`config.mk`:
```
export PLATFORM = sky130hd
export DESIGN_NAME = cpu_swint_unit
export DESIGN_NICKNAME = d
export VERILOG_FILES = /design/src/rtl/swint_pkg.sv /design/src/rtl/swint_soft_bank.sv /design/src/rtl/swint_hw_track.sv /design/src/rtl/swint_lvl_merge.sv /design/src/rtl/cpu_swint_unit.sv
export SDC_FILE = /design/constraint.sdc
export NUM_CORES = 1
export LEC_CHECK = 0
export ABC_CLOCK_PERIOD_IN_PS = 850
export CAP_MARGIN = 20
export CORE_ASPECT_RATIO = 0.75
export CORE_MARGIN = 1
export CORE_UTILIZATION = 35
export DETAILED_ROUTE_END_ITERATION = 10
export PLACE_DENSITY = 0.76
export SYNTH_ARGS = -nofsm -noshare
export SYNTH_HDL_FRONTEND = slang
export SYNTH_SLANG_ARGS = --single-unit
```
`constraint.sdc`:
```
create_clock -name clk -period 0.85 [get_ports clk]
set_clock_uncertainty 0.05 [all_clocks]
set_input_delay 0.1275 -clock clk [delete_from_list [all_inputs] [get_ports clk]]
set_output_delay 0.1275 -clock clk [all_outputs]
set_load 0.03 [all_outputs]
```
`src/rtl/swint_pkg.sv`:
```
package swint_pkg;
  localparam int WORD_W   = 32;
  localparam int LVL_N    = 16;
  localparam int SOFT_LO  = 17;
  localparam int SOFT_HI  = WORD_W - 1;
  localparam int SOFT_N   = SOFT_HI - SOFT_LO + 1;
  localparam int BIT_TICK = 14;
  localparam int BIT_B15  = 15;
  localparam int BE_W     = WORD_W / 8;

  typedef enum logic [1:0] {
    OFF_PEND = 2'd0,
    OFF_CLR  = 2'd1,
    OFF_SET  = 2'd2,
    OFF_NONE = 2'd3
  } win_off_e;
endpackage

```
`src/rtl/swint_soft_bank.sv`:
```
module swint_soft_bank
  import swint_pkg::*;
#(
  parameter int LO = SOFT_LO,
  parameter int HI = SOFT_HI
) (
  input  logic              clk,
  input  logic              rst_n,
  input  logic              clr_en,
  input  logic              set_en,
  input  logic [WORD_W-1:0] wdata,
  output logic [HI:LO]      soft_q,
  output logic [HI:LO]      soft_d
);
  for (genvar b = LO; b <= HI; b++) begin : g_bit
    always_comb begin
      if (clr_en && wdata[b])      soft_d[b] = 1'b0;
      else if (set_en && wdata[b]) soft_d[b] = 1'b1;
      else                         soft_d[b] = soft_q[b];
    end

    always_ff @(posedge clk or negedge rst_n) begin
      if (!rst_n) soft_q[b] <= 1'b0;
      else        soft_q[b] <= soft_d[b];
    end
  end
endmodule

```
`src/rtl/swint_hw_track.sv`:
```
module swint_hw_track (
  input  logic clk,
  input  logic rst_n,
  input  logic tick_in,
  input  logic bcast15_in,
  input  logic clr15,
  output logic tick_q,
  output logic tick_d,
  output logic b15_q,
  output logic b15_d
);
  logic b15_prev;

  assign tick_d = tick_in;

  always_comb begin
    if (bcast15_in && !b15_prev)      b15_d = 1'b1;
    else if (!bcast15_in && b15_prev) b15_d = 1'b0;
    else if (clr15)                   b15_d = 1'b0;
    else                              b15_d = b15_q;
  end

  always_ff @(posedge clk or negedge rst_n) begin
    if (!rst_n) begin
      tick_q   <= 1'b0;
      b15_q    <= 1'b0;
      b15_prev <= 1'b0;
    end else begin
      tick_q   <= tick_d;
      b15_q    <= b15_d;
      b15_prev <= bcast15_in;
    end
  end
endmodule

```
`src/rtl/swint_lvl_merge.sv`:
```
module swint_lvl_merge
  import swint_pkg::*;
(
  input  logic                clk,
  input  logic                rst_n,
  input  logic [SOFT_N-1:0]   soft_d,
  input  logic                tick_d,
  input  logic                b15_d,
  input  logic                route_off,
  output logic [LVL_N-1:0]    lvl_q
);
  logic [LVL_N-1:0] hw_part;
  logic [LVL_N-1:0] lvl_d;

  always_comb begin
    hw_part = '0;
    if (!route_off) begin
      hw_part[BIT_B15]  = b15_d;
      hw_part[BIT_TICK] = tick_d;
    end
    lvl_d = {soft_d, 1'b0} | hw_part;
  end

  always_ff @(posedge clk or negedge rst_n) begin
    if (!rst_n) lvl_q <= '0;
    else        lvl_q <= lvl_d;
  end
endmodule

```
`src/rtl/cpu_swint_unit.sv`:
```
module cpu_swint_unit
  import swint_pkg::*;
(
  input  logic                clk,
  input  logic                rst_n,
  input  logic                req_valid,
  output logic                req_ready,
  input  logic                req_write,
  input  logic [1:0]          req_addr,
  input  logic [WORD_W-1:0]   req_wdata,
  input  logic [BE_W-1:0]     req_be,
  output logic                rsp_valid,
  output logic [WORD_W-1:0]   rsp_data,
  input  logic                tick_in,
  input  logic                bcast15_in,
  input  logic                route_off,
  input  logic                route_sel,
  input  logic [LVL_N-2:0]    route_lvl,
  output logic [LVL_N-1:0]    prio_lvl_o
);
  win_off_e          off;
  logic              wr_ok, clr_en, set_en, rd_req;
  logic [SOFT_HI:SOFT_LO] soft_q, soft_d;
  logic              tick_q, tick_d, b15_q, b15_d;
  logic [WORD_W-1:0] pend_word, hard_view;

  assign req_ready = 1'b1;
  assign off    = win_off_e'(req_addr);
  assign wr_ok  = req_valid && req_write && (req_be == {BE_W{1'b1}});
  assign clr_en = wr_ok && (off == OFF_CLR);
  assign set_en = wr_ok && (off == OFF_SET);
  assign rd_req = req_valid && !req_write;

  swint_soft_bank #(.LO(SOFT_LO), .HI(SOFT_HI)) u_soft (
    .clk(clk), .rst_n(rst_n), .clr_en(clr_en), .set_en(set_en),
    .wdata(req_wdata), .soft_q(soft_q), .soft_d(soft_d)
  );

  swint_hw_track u_hw (
    .clk(clk), .rst_n(rst_n), .tick_in(tick_in), .bcast15_in(bcast15_in),
    .clr15(clr_en && req_wdata[BIT_B15]),
    .tick_q(tick_q), .tick_d(tick_d), .b15_q(b15_q), .b15_d(b15_d)
  );

  swint_lvl_merge u_merge (
    .clk(clk), .rst_n(rst_n), .soft_d(soft_d), .tick_d(tick_d),
    .b15_d(b15_d), .route_off(route_off), .lvl_q(prio_lvl_o)
  );

  always_comb begin
    pend_word = '0;
    pend_word[SOFT_HI:SOFT_LO] = soft_q;
    pend_word[BIT_B15]  = b15_q;
    pend_word[BIT_TICK] = tick_q;
    hard_view = '0;
    if (route_sel) hard_view[LVL_N-1:1] = route_lvl;
  end

  always_ff @(posedge clk or negedge rst_n) begin
    if (!rst_n) begin
      rsp_valid <= 1'b0;
      rsp_data  <= '0;
    end else begin
      rsp_valid <= rd_req;
      if (rd_req)
        rsp_data <= (off == OFF_PEND) ? (pend_word | hard_view) : '0;
    end
  end
endmodule

```
==> impl_metrics.env <==
export IMPL_status="finished, violations left"
export IMPL_violations="negative setup slack"
export IMPL_comb_power_share_pct=22.7
export IMPL_hold_path_class="input pin to asynchronous set/reset pin"
export IMPL_drt_first_iter_violations=49
export IMPL_drive_above_1_share_pct=49.8
export IMPL_hold_violations=0
export IMPL_synth_edff_count=0
export IMPL_grt_total_usage_pct=18.9
export IMPL_worst_hold_slack_ns=0.165
export IMPL_worst_endpoint_required_ns=0.67
export IMPL_synth_lib_cells_used_distinct=24
export IMPL_synth_seq_area_share_pct=61.7
export IMPL_worst_path_dominant_cell_family="flip-flops"
export IMPL_clock_power_share_pct=30.8
export IMPL_powerDensity_nw_per_um2=1580
export IMPL_relative_contribution_of_sequential_cells_to_total_power_pct=46.5
export IMPL_end_kind="primary output"
export IMPL_drt_wirelength_per_cell_um=15.9
export IMPL_critPathLaunchType="register"
export IMPL_flip_flop_and_latch_count_after_synthesis=51
export IMPL_synth_yosys_warnings=0
export IMPL_die_width_um=90.8
export IMPL_power_switching_uw=1550
export IMPL_sw_frac_of_total_pct=26.9
export IMPL_routabilityCongestion=0.739
export IMPL_rsz0062_at_grt="true"
export IMPL_clock_path_buffers=2
export IMPL_synthesis_area_um2=2070
export IMPL_core_um2=5530
export IMPL_grt_pass1_vias=1780
export IMPL_fill_cells=433
export IMPL_peak_per_stage_delay_on_the_critical_path_ns=0.42
export IMPL_layout_cells_most_common_list="sky130_fd_sc_hd__buf_6, sky130_fd_sc_hd__dfrtp_1, sky130_fd_sc_hd__clkdlybuf4s50_1, sky130_fd_sc_hd__a22o_1, sky130_fd_sc_hd__a21oi_2"
export IMPL_worst_ir_drop_vdd_mv=0.794
export IMPL_period_share_pct=124
export IMPL_row_count=23
export IMPL_htree_levels=2
export IMPL_routed_wirelength_um=5610
export IMPL_met2RoutedLength_um=2880
export IMPL_internal_power_uw=4220
export IMPL_grt_pass1_wl_um=8870
export IMPL_met3_wl_post_dr_um=265
export IMPL_path_buf_inv=1
export IMPL_io_pin_count=111
export IMPL_utilization_pct=66.2
export IMPL_setup_slack_ns=-0.203
export IMPL_asyncSetResetFlopFracSynth_pct=100
export IMPL_floorplan_initialDensity_pct=37.5
export IMPL_non_filler_instances=352
export IMPL_numPlacedInstances=313
export IMPL_io_buffer_count=90
export IMPL_synthCells=159
export IMPL_total_chip_power_uw=5770
export IMPL_cp_data_arrival_time_ns=0.88
export IMPL_critical_path_peak_fanout=3
export IMPL_path_cells="buf_6"
export IMPL_drt_pre_antenna_iters=4
export IMPL_clk_transition_reported_paths_ns=0.09
export IMPL_via_count=1675
export IMPL_dieArea_um2=6230
export IMPL_clock_fmax_mhz=950
export IMPL_cts_root_buffer="sky130_fd_sc_hd__clkbuf_8"
export IMPL_mostFrequentLayoutCell="sky130_fd_sc_hd__buf_6"
export IMPL_post_route_m1_wl_um=2420
export IMPL_antenna_found_initial=0
export IMPL_postRouteAntennaNets=0
export IMPL_fp_dieH_um=68.6
export IMPL_static_leakage_power_uw=0.00175
export IMPL_worst_setup_path_type="register to primary output"
export IMPL_prevailing_post_synth_register_cell="sky130_fd_sc_hd__dfrtp_1"
export IMPL_n_antenna_cell=0
export IMPL_drc_errors=0
export IMPL_worst_path_max_delay_cell="sky130_fd_sc_hd__dfrtp_1"
export IMPL_tritoncts_num_buffers=5
export IMPL_post_synthesis_average_cell_area_um2=13.0
export IMPL_final_max_slew_violation_count=0
export IMPL_final_nets=337
export IMPL_setup_viol=78
export IMPL_grt_remaining_overflow=0
export IMPL_layout_area_overhead_vs_synth_pct=76.7
export IMPL_top_layer_used="met4"
export IMPL_post_route_min_period_ns=1.05
export IMPL_drv_max_cap_violation_count=0
export IMPL_dp_final_hpwl_um=3600
export IMPL_tritoncts="built"
export IMPL_worstSkewPairLatency_ns=0.30
export IMPL_number_of_clock_sinks=51
export IMPL_routed_via_density=4.76
export IMPL_placement_setup_worst_slack_ns=-0.871
export IMPL_pin_count_of_the_biggest_net_entering_global_routing=32
==> state kept, by name, indices dropped and copies added (netlist names) <==
signal and count:
rsp_data 30, u_hw.b15_q 1, u_soft.soft_q 2, u_hw.b15_prev 1, u_hw.tick_q 1, u_merge.lvl_q 15
rsp_valid 1
==> power by group through the flow <==
stage,clock network [µW],logic (µW),registers [µW]
2_1_floorplan,0,428,2830
3_3_place_gp,0,1020,2710
3_5_place_dp,0,1030,2710
4_1_cts,1830,1280,2680
5_1_grt,1930,1400,2700
6_report,1780,1310,2680
==> repair_timing <==
item / in CTS / in global routing
pin swaps: 18 / 18
endpoints found under the hold margin: 51 / 0
cloned: 0 / 1
hold buffers: 1 / 0
resized for setup: 110 / 29
setup buffers: 25 / 17
endpoints found under the setup margin: 95 / 86
==> metrics by stage <==
| step | cell area, µm² | setup TNS [ns] |
|---|---|---|
| after floorplan | 2130 | -9.95 |
| after global placement | 2960 | -33.47 |
| after detailed placement | 2960 | -35.55 |
| after CTS | 3530 | -10.35 |
| after global routing | 3660 | -12.31 |
| final | 3660 | -9.78 |
==> synthesized netlist by cell type, types with 2 or more instances <==
cell type	n	area, µm²
sky130_fd_sc_hd__dfrtp_1	51	1280
sky130_fd_sc_hd__a22o_1	30	263
sky130_fd_sc_hd__a21o_1	2	15.0
sky130_fd_sc_hd__nor2_1	2	7.51
sky130_fd_sc_hd__inv_1	3	11.3
sky130_fd_sc_hd__conb_1	2	7.51
sky130_fd_sc_hd__clkbuf_1	3	11.3
sky130_fd_sc_hd__nand2_1	2	7.51
sky130_fd_sc_hd__buf_6	2	22.5
sky130_fd_sc_hd__buf_2	2	10.0
sky130_fd_sc_hd__a21oi_1	25	125
sky130_fd_sc_hd__and2_1	2	12.5
sky130_fd_sc_hd__buf_4	18	135
sky130_fd_sc_hd__a21oi_2	3	26.3
sky130_fd_sc_hd__o2bb2ai_1	2	17.5
sky130_fd_sc_hd__nand2b_1	2	12.5
==> path summary, 6_finish.rpt <==
| check | start | endpoint | slack [ns] | depth (start not counted) |
|---|---|---|---|---|
| hold / removal | rst_n | rsp_data[7] | 0.16 | 2 |
| min in group clk | req_addr[1] | u_merge.lvl_q[2] | 0.23 | 4 |
| setup reg to reg | u_hw.b15_prev | u_merge.lvl_q[15] | -0.12 | 3 |
| max in group asynchronous | rst_n | rsp_data[31] | 0.18 | 3 |
| hold reg to reg | u_soft.soft_q[31] | rsp_data[31] | 0.46 | 1 |
| setup / recovery | u_merge.lvl_q[8] | prio_lvl_o[8] | -0.20 | 1 |
==> kinds of logic (layout without fill, tap and decap cells) <==
logic type             Yosys count  in the layout  share of synthesized area [%]
buffers and inverters           29            145                           9.37
and+or+nand+nor                 14             14                           6.29
DFF                             51             51                           61.7
AOI/OAI and AO/OA               63             63                           22.3
other                            2              4                          0.363
==> area by class of cell <==
type	instances	area, µm²	area share [%]
clock inverter	2	38.8	1.06
timing repair buffer	133	1410	38.7
sequential	51	1280	34.9
tap	75	93.8	2.57
clock buffer	6	82.6	2.26
multi-input combinational	81	734	20.1
inverter	4	15.0	0.411
==> layer usage <==
| metal | vias up | GRT usage [%] |
|---|---|---|
| met4 | 0 | 5.36 |
| li1 | 791 | - |
| met5 | - | 0 |
| met1 | 828 | 23.7 |
| met2 | 50 | 33.4 |
| met3 | 6 | 4.71 |
No activity file was read; power rests on OpenSTA's default activity.
